--- config.mk ---
export PLATFORM = sky130hd
export DESIGN_NAME = cmd_pkt_decoder
export DESIGN_NICKNAME = d
export VERILOG_FILES = /design/src/rtl/cpd_pkg.sv /design/src/rtl/cpd_rst_sync.sv /design/src/rtl/cpd_hdr_fields.sv /design/src/rtl/cpd_seq.sv /design/src/rtl/cmd_pkt_decoder.sv
export SDC_FILE = /design/constraint.sdc
export NUM_CORES = 1
export LEC_CHECK = 0
export CORE_MARGIN = 1
export CORE_UTILIZATION = 45
export CTS_CLUSTER_SIZE = 20
export DETAILED_ROUTE_END_ITERATION = 12
export PLACE_DENSITY = 0.79
export SLEW_MARGIN = 20
export SYNTH_ARGS = -nofsm -noshare
export SYNTH_HDL_FRONTEND = slang
export SYNTH_HIERARCHICAL = 1
export SYNTH_SLANG_ARGS = --single-unit
--- constraint.sdc ---
create_clock -name clk -period 2.4 [get_ports clk]
set_input_delay 0.24 -clock clk [delete_from_list [all_inputs] [get_ports clk]]
set_output_delay 0.24 -clock clk [all_outputs]
set_load 0.03 [all_outputs]
--- src/rtl/cpd_pkg.sv ---
package cpd_pkg;
  typedef enum logic [1:0] {
    PK_BURST = 2'b00,
    PK_PAIR  = 2'b01,
    PK_FILL  = 2'b10,
    PK_OPC   = 2'b11
  } pkt_kind_e;

  typedef enum logic [2:0] {
    ST_HDR,
    ST_BURST,
    ST_PAIR_A,
    ST_PAIR_B,
    ST_OPC
  } seq_state_e;
endpackage

--- src/rtl/cpd_rst_sync.sv ---
module cpd_rst_sync #(
  parameter int STAGES = 2
) (
  input  logic clk,
  input  logic rst_n,
  output logic rst_sync_n
);
  logic [STAGES-1:0] chain_q;

  always_ff @(posedge clk or negedge rst_n) begin
    if (!rst_n) chain_q <= '0;
    else        chain_q <= {chain_q[STAGES-2:0], 1'b1};
  end

  assign rst_sync_n = chain_q[STAGES-1];
endmodule

--- src/rtl/cpd_hdr_fields.sv ---
module cpd_hdr_fields
  import cpd_pkg::*;
#(
  parameter int DW    = 32,
  parameter int IDX_W = 11,
  parameter int CNT_W = 14,
  parameter int OPC_W = 8
) (
  input  logic [DW-1:0]    hdr,
  output pkt_kind_e        kind,
  output logic [CNT_W-1:0] count,
  output logic [IDX_W-1:0] idx_a,
  output logic [IDX_W-1:0] idx_b,
  output logic [OPC_W-1:0] opcode
);
  localparam int OPC_LSB = 8;

  assign kind   = pkt_kind_e'(hdr[DW-1 -: 2]);
  assign count  = hdr[DW-3 -: CNT_W];
  assign idx_a  = hdr[IDX_W-1:0];
  assign idx_b  = hdr[2*IDX_W-1:IDX_W];
  assign opcode = hdr[OPC_LSB +: OPC_W];
endmodule

--- src/rtl/cpd_seq.sv ---
module cpd_seq
  import cpd_pkg::*;
#(
  parameter int IDX_W = 11,
  parameter int CNT_W = 14,
  parameter int OPC_W = 8
) (
  input  logic             clk,
  input  logic             rst_n,
  input  logic             in_valid,
  output logic             in_ready,
  input  pkt_kind_e        h_kind,
  input  logic [CNT_W-1:0] h_count,
  input  logic [IDX_W-1:0] h_idx_a,
  input  logic [IDX_W-1:0] h_idx_b,
  input  logic [OPC_W-1:0] h_opcode,
  output logic             wr_valid,
  input  logic             wr_ready,
  output logic [IDX_W-1:0] wr_index,
  output logic             op_valid,
  input  logic             op_ready,
  output logic [OPC_W-1:0] op_code,
  output logic             op_start,
  output logic             op_last
);
  seq_state_e       state_q, state_d;
  logic [IDX_W-1:0] idx_q, idx_d, idx2_q, idx2_d;
  logic [CNT_W-1:0] cnt_q, cnt_d;
  logic [OPC_W-1:0] opc_q, opc_d;
  logic             first_q, first_d;
  logic             cnt_zero, fire, upd_en;

  assign cnt_zero = (cnt_q == '0);
  assign fire     = in_valid && in_ready;

  always_comb begin
    state_d  = state_q;
    idx_d    = idx_q;
    idx2_d   = idx2_q;
    cnt_d    = cnt_q;
    opc_d    = opc_q;
    first_d  = first_q;
    in_ready = 1'b0;
    wr_valid = 1'b0;
    op_valid = 1'b0;
    upd_en   = 1'b0;
    unique case (state_q)
      ST_HDR: begin
        in_ready = 1'b1;
        upd_en   = in_valid;
        unique case (h_kind)
          PK_BURST: begin state_d = ST_BURST;  idx_d = h_idx_a; cnt_d = h_count; end
          PK_PAIR:  begin state_d = ST_PAIR_A; idx_d = h_idx_a; idx2_d = h_idx_b; end
          PK_OPC:   begin state_d = ST_OPC;    opc_d = h_opcode; cnt_d = h_count; first_d = 1'b1; end
          default:  state_d = ST_HDR;
        endcase
      end
      ST_BURST: begin
        wr_valid = in_valid;
        in_ready = wr_ready;
        upd_en   = fire;
        idx_d    = idx_q + 1'b1;
        cnt_d    = cnt_q - 1'b1;
        state_d  = cnt_zero ? ST_HDR : ST_BURST;
      end
      ST_PAIR_A: begin
        wr_valid = in_valid;
        in_ready = wr_ready;
        upd_en   = fire;
        idx_d    = idx2_q;
        state_d  = ST_PAIR_B;
      end
      ST_PAIR_B: begin
        wr_valid = in_valid;
        in_ready = wr_ready;
        upd_en   = fire;
        state_d  = ST_HDR;
      end
      ST_OPC: begin
        op_valid = in_valid;
        in_ready = op_ready;
        upd_en   = fire;
        cnt_d    = cnt_q - 1'b1;
        first_d  = 1'b0;
        state_d  = cnt_zero ? ST_HDR : ST_OPC;
      end
      default: begin
        upd_en  = 1'b1;
        state_d = ST_HDR;
      end
    endcase
  end

  always_ff @(posedge clk or negedge rst_n) begin
    if (!rst_n) begin
      state_q <= ST_HDR;
      idx_q   <= '0;
      idx2_q  <= '0;
      cnt_q   <= '0;
      opc_q   <= '0;
      first_q <= 1'b0;
    end else if (upd_en) begin
      state_q <= state_d;
      idx_q   <= idx_d;
      idx2_q  <= idx2_d;
      cnt_q   <= cnt_d;
      opc_q   <= opc_d;
      first_q <= first_d;
    end
  end

  assign wr_index = idx_q;
  assign op_code  = opc_q;
  assign op_start = (state_q == ST_OPC) && first_q;
  assign op_last  = (state_q == ST_OPC) && cnt_zero;


  chan_excl_chk: assert property (@(posedge clk) disable iff (!rst_n)
    $onehot0({wr_valid, op_valid}));


  wr_hold_chk: assert property (@(posedge clk) disable iff (!rst_n)
    (wr_valid && !wr_ready) |=> $stable(wr_index));


  op_hold_chk: assert property (@(posedge clk) disable iff (!rst_n)
    (op_valid && !op_ready) |=> ($stable(op_code) && $stable(op_start)));


  idx_step_chk: assert property (@(posedge clk) disable iff (!rst_n)
    (state_q == ST_BURST && wr_valid && wr_ready && !cnt_zero)
      |=> (wr_index == IDX_W'($past(wr_index) + 1'b1)));


  start_once_chk: assert property (@(posedge clk) disable iff (!rst_n)
    (op_valid && op_ready && !op_last) |=> !op_start);
endmodule

--- src/rtl/cmd_pkt_decoder.sv ---
module cmd_pkt_decoder
  import cpd_pkg::*;
#(
  parameter int DW    = 32,
  parameter int IDX_W = 11,
  parameter int CNT_W = 14,
  parameter int OPC_W = 8
) (
  input  logic             clk,
  input  logic             rst_n,
  input  logic             in_valid,
  output logic             in_ready,
  input  logic [DW-1:0]    in_dword,
  output logic             wr_valid,
  input  logic             wr_ready,
  output logic [IDX_W-1:0] wr_index,
  output logic [DW-1:0]    wr_data,
  output logic             op_valid,
  input  logic             op_ready,
  output logic [OPC_W-1:0] op_code,
  output logic [DW-1:0]    op_data,
  output logic             op_start,
  output logic             op_last
);
  logic             rst_sync_n;
  pkt_kind_e        h_kind;
  logic [CNT_W-1:0] h_count;
  logic [IDX_W-1:0] h_idx_a, h_idx_b;
  logic [OPC_W-1:0] h_opcode;

  cpd_rst_sync #(.STAGES(2)) u_rst (
    .clk        (clk),
    .rst_n      (rst_n),
    .rst_sync_n (rst_sync_n)
  );

  cpd_hdr_fields #(.DW(DW), .IDX_W(IDX_W), .CNT_W(CNT_W), .OPC_W(OPC_W)) u_fields (
    .hdr    (in_dword),
    .kind   (h_kind),
    .count  (h_count),
    .idx_a  (h_idx_a),
    .idx_b  (h_idx_b),
    .opcode (h_opcode)
  );

  cpd_seq #(.IDX_W(IDX_W), .CNT_W(CNT_W), .OPC_W(OPC_W)) u_seq (
    .clk      (clk),
    .rst_n    (rst_sync_n),
    .in_valid (in_valid),
    .in_ready (in_ready),
    .h_kind   (h_kind),
    .h_count  (h_count),
    .h_idx_a  (h_idx_a),
    .h_idx_b  (h_idx_b),
    .h_opcode (h_opcode),
    .wr_valid (wr_valid),
    .wr_ready (wr_ready),
    .wr_index (wr_index),
    .op_valid (op_valid),
    .op_ready (op_ready),
    .op_code  (op_code),
    .op_start (op_start),
    .op_last  (op_last)
  );

  assign wr_data = in_dword;
  assign op_data = in_dword;


  fill_quiet_chk: assert property (@(posedge clk) disable iff (!rst_sync_n)
    (in_valid && in_ready && !wr_valid && !op_valid && h_kind == PK_FILL)
      |=> (in_ready && !op_start));
endmodule

Word level (Yosys, flattened, before mapping) --
Index checks and enable logic that the tools add are counted.
Operators by class: add/sub/neg operators 2, equal/unequal tests 9, multiplexer cells 14, reductions and logical operators 19
Operator list (number):
- $pmux 11 s3 | 1
- $pmux 14 s2 | 1
- $reduce_and 3->1 | 5
- $logic_not 14->1 | 1
- $mux 14 | 1
- $sub 14x1->14 const B | 1
- $pmux 3 s4 | 1
- $add 11x1->11 const B | 1
- $mux 11 | 1
- $pmux 3 s3 | 1
- $eq 3x2->1 const B | 2
- $ne 2x2->1 const B | 3
- $reduce_or 2->1 | 3
- $mux 1 | 4
- $pmux 1 s2 | 2
- $reduce_bool 2->1 | 2
- $reduce_or 4->1 | 1
- $eq 3x1->1 const B | 1
- $eq 3x3->1 const B | 1
- $logic_and 1x1->1 | 3
- $logic_not 3->1 | 1
- $mux 3 | 1
- $pmux 1 s3 | 1
- $reduce_bool 3->1 | 1
- other kinds (4) | 4
Storage, ports and cells: register bits after elaboration 50, bits of input ports 37, output and inout port bits 88, logic and storage cells 51

Logic depth before layout (Yosys ltp) --
depth after elaboration 6, mapped depth 9, depth with buffers taken out 7

Modules after synthesis --
The synthesis kept the hierarchy.
By module, submodules not included:
- cpd_seq | times used 1, cells an instance 284, area an instance 2768.9 µm², sequential area each 1201.2 µm²
- cmd_pkt_decoder | times used 1, cells an instance 64, area an instance 480.5 µm², sequential area each 0.0 µm²
- cpd_hdr_fields | times used 1, cells an instance 46, area an instance 345.3 µm², sequential area each 0.0 µm²
- cpd_rst_sync | times used 1, cells an instance 3, area an instance 53.8 µm², sequential area each 50.0 µm²

Worst setup path after synthesis --
No wires, ideal clock.
path kind register -> output, start register u_seq.cnt_q[7], end output port op_last, arrival 1712 ps, data required time 2160 ps, slack 448 ps, stages on the path, launching flop included 5, buffers on the path 0, path through dfrtp_1 > or4_4 > nor4_1 > nand3_1 > nor2_1
On the way: cells in the longest elaborated chain, start to end 2
RTL lines:
- from (decl) | line cpd_seq.sv:28 | logic [CNT_W-1:0] cnt_q, cnt_d;
- from (signal assigned) | line cpd_seq.sv:106 | cnt_q <= cnt_d;
- $logic_not 14->1 | line cpd_seq.sv:33 | assign cnt_zero = (cnt_q == '0);
- $logic_and 1x1->1 | line cpd_seq.sv:115 | assign op_last = (state_q == ST_OPC) && cnt_zero;
- to (decl) | line cmd_pkt_decoder.sv:23 | output logic op_last
Every way passes these cells.

Worst setup path after layout --
start register u_seq.state_q[2], end output port in_ready
On the way: cells in the longest elaborated chain, start to end 3, elaborated cells between the ends (all ways) 7, those cells by class 4 x eq/ne; 1 x mux; 2 x reduce/logical
RTL lines:
- from (decl) | line cpd_seq.sv:26 | seq_state_e state_q, state_d;
- from (signal assigned) | line cpd_seq.sv:103 | state_q <= state_d;
- $eq 3x1->1 or $eq 3x2->1 (tied branches) | line cpd_seq.sv:47 | unique case (state_q)
- $reduce_or 3->1 (no source line)
- $pmux 1 s3 * | line cpd_seq.sv:47
- to (decl) | line cmd_pkt_decoder.sv:12 | output logic in_ready,
Every way passes the cells marked *; elsewhere a longest branch is shown, timed or not.

==> results by group <==
Status
  • Status: finished clean

Power
  • Leak: 1.73 nW
  • Overall Power: 4.98 mW
  • Pwr dens: 1150 mW/mm2
  • Peak supply drop: 417 uV

Timing
  • Fin. max-slew vios: 0
  • Setup Total Neg Slack: 0 ns
  • Skew final: roughly 0.0063 ns
  • Minimum clock period: 2.30 ns
  • RSZ-0062 raised after global routing: false
  • # setup viols final: 0
  • Slew margin rel.: 0.602
  • Worst Slack Setup Final: between 0.1 and 0.15 ns
  • Tcrit/Tclk final: 0.957
  • Final hold vios: 0
  • Peak Freq: roughly 0.44 GHz
  • Slew @ Worst Pin: 0.594 ns

Route
  • Wire length after detailed routing: 7860 um
  • DRC Markers: 0
  • Vias: ~2.7k
  • Wire per inst: about 15 um
  • Drt pass-1 iters: 4
  • Initial DRC count: 178
  • Post-route ant nets: 0
  • Vias per cell: 5.32

Die
  • Die Span X: 92.0 um
  • Initial Util: 0.470
  • Die height: 92.0 um
  • Io pins: 125
  • Core area: 0.00777 mm2
  • Die Area: 0.00847 mm2
  • Row cnt: 32

Synthesis
  • Synth area leader: dfrtp_1
  • Netlist cell types: 54
  • Synth top area share: 0.343
  • Avg Cell Area, Syn: about 9 um2
  • Net Count, Synth: 440
  • Main synth FF type: dfrtp_1
  • #FFs+latches synth: 50
  • Most common cell in the netlist: buf_4
  • Seq/Total Area, Yosys: 0.343
  • Synth Cell Area: 0.00365 mm2
  • Top post-synthesis cells by area: dfrtp_1, buf_4, mux2_2
  • FFs w/ async S/R, synth: 1.00
  • Yosys warns: 6
  • Post-synth top cells: buf_4, dfrtp_1, nor2_1, o21ai_0, mux2_2
  • EDFF count, synth: 0
  • Mapped Cells: between 300 and 400

Clock tree
  • Total CTS buffers: 5
  • Clock Sinks: 50
  • Clock tree buffer depth: 2
  • Root buf cell: clkbuf_8
  • Worst-Skew Late Latency: 0.30 ns
  • Number of H-tree levels: 2
  • CTS tree: yes
  • Hold Buf Count CTS: 0
  • CTS clock-pin slew for the worst setup and hold paths: ~0.090 ns

Cells and area
  • Final Cell Area: 0.00432 mm2
  • Share of layout cells above drive strength 1: 0.123
  • Inserted Diodes: 0
  • Final #Nets: about 460
  • Finished Core Util: 0.556
  • Synthesis-to-finish area growth: 18.3%
  • Fillers: between 600 and 700

GRT
  • GRT Util Overall: 0.182
  • Largest net degree at the start of global routing: 30
  • Vias in the first global route: 2529
  • First-pass GRT wire length: between 10000 and 15000 um
  • Initial antenna violation count: 0
  • GRT Residual Overflow: 0

Setup path
  • Critical path arrival: 2.06 ns
  • Crit path max fanout: 18
  • Critical path required time: about 2.2 ns
  • Crit path from: u_seq/state_q[2]
  • Crit end category: output pin
  • Crit start category: flop
  • Crit Reg-Reg Startpoint: u_seq/state_q[2]
  • Crit path kind: flop to output pin

Job
  • Max-cap violation count: 0

Place
  • Post-placement setup slack: roughly 0.008 ns
  • Post-DP HPWL: a little under 6000 um
  • Placed Area: between 0.004 and 0.005 mm2
  • Port buffer count: 124
  • RePlAce Congestion: 0.860

Worst hold path
  • Worst min path class: primary input to async pin
[per-stage QoR]
step,std cells,hold slack [ns]
2_1_floorplan,397,-0.0556
3_3_place_gp,508,0.232
3_5_place_dp,508,0.242
4_1_cts,516,0.0836
5_1_grt,517,0.0822
6_report,517,0.0943
[flip-flops by register name, summed over array words and instances, names as in the netlist]
register / cells
u_seq/cnt_q: 14
u_seq/first_q: 1
u_rst/chain_q: 2
u_seq/op_code: 8
u_seq/state_q: 3
u_seq/wr_index: 11
u_seq/idx2_q: 11
[critical path, cell delays in order (launching register included)]
cell,delay [ns]
dfrtp_1,0.72
or2b_1,0.28
o2bb2ai_1,0.13
clkdlybuf4s50_1,0.63
[final cells by class]
type,count,area [um2],area share
timing repair buffer,135,1330,0.309
multi-input combinational,214,1460,0.338
sequential,50,1250,0.290
tap,102,128,0.0296
clock buffer,5,68.8,0.0159
inverter,8,30.0,0.00696
clock inverter,3,45.0,0.0104
[cells by family (layout without fill, tap and decap cells)]
family / after synthesis / count (layout) / share of synthesized area
mux: 20 / 20 / 0.0614
fa+ha+maj: 6 / 6 / 0.0206
buf+inv: 133 / 151 / 0.259
simple gates: 90 / 90 / 0.135
compound gates: 94 / 94 / 0.173
flops: 50 / 50 / 0.343
other cells: 1 / 1 / 0.00103
xor+xnor: 3 / 3 / 0.00720
[layer usage]
layer	wire, um	vias to the layer above	global-route usage
li1	-	1325	-
met1	3550	1319	0.251
met2	3860	99	0.294
met3	364	5	0.0290
met4	81	0	0.0534
met5	0	-	0
[worst paths after layout]
check / end / slack [ns] / depth (start not counted)
worst min-delay path: u_rst/chain_q[1] / 0.09 / 1
worst max register to register: u_seq/cnt_q[9] / 0.30 / 5
worst max-delay path: in_ready / 0.10 / 3
max in group asynchronous: u_seq/cnt_q[10] / 1.66 / 1
min in group clk: u_rst/chain_q[1] / 0.36 / 0
worst min register to register: u_seq/op_code[3] / 0.22 / 0
[placed cells by master, fill, tap and decap left out, types with 2 or more instances in the layout]
master,n
dfrtp_1,49
o22a_1,6
o21a_1,4
a22o_1,6
nor4_1,2
a21oi_1,18
nor3_1,8
o31ai_1,2
nand3_1,6
o32ai_1,2
a21o_1,2
buf_4,11
inv_1,8
a31oi_1,7
clkdlybuf4s50_1,123
ha_1,6
or2_2,2
clkbuf_8,5
and2_1,2
o2bb2ai_1,4
a22oi_1,4
a221oi_1,4
o22ai_1,2
o21ai_0,23
clkinvlp_4,2
and3_1,7
o311a_1,2
xnor2_1,3
o21ai_1,2
nor2b_1,3
nor2_1,26
or4_4,2
mux2_2,19
nand2_1,16
nand3b_1,2
nor3b_1,3
[report_power, final]
group          total [mW]  internal [mW]  leakage, nW  switching, mW
clock network       0.593          0.310       0.0504          0.283
logic                2.76           1.23         1.08           1.53
registers            1.62           1.23        0.597          0.395
[timing repair]
action,in CTS,in global routing
endpoints found under the setup margin,0,1
resized for setup,0,1
setup buffers,0,1
Note: power is estimated with default switching activity, not from simulation.
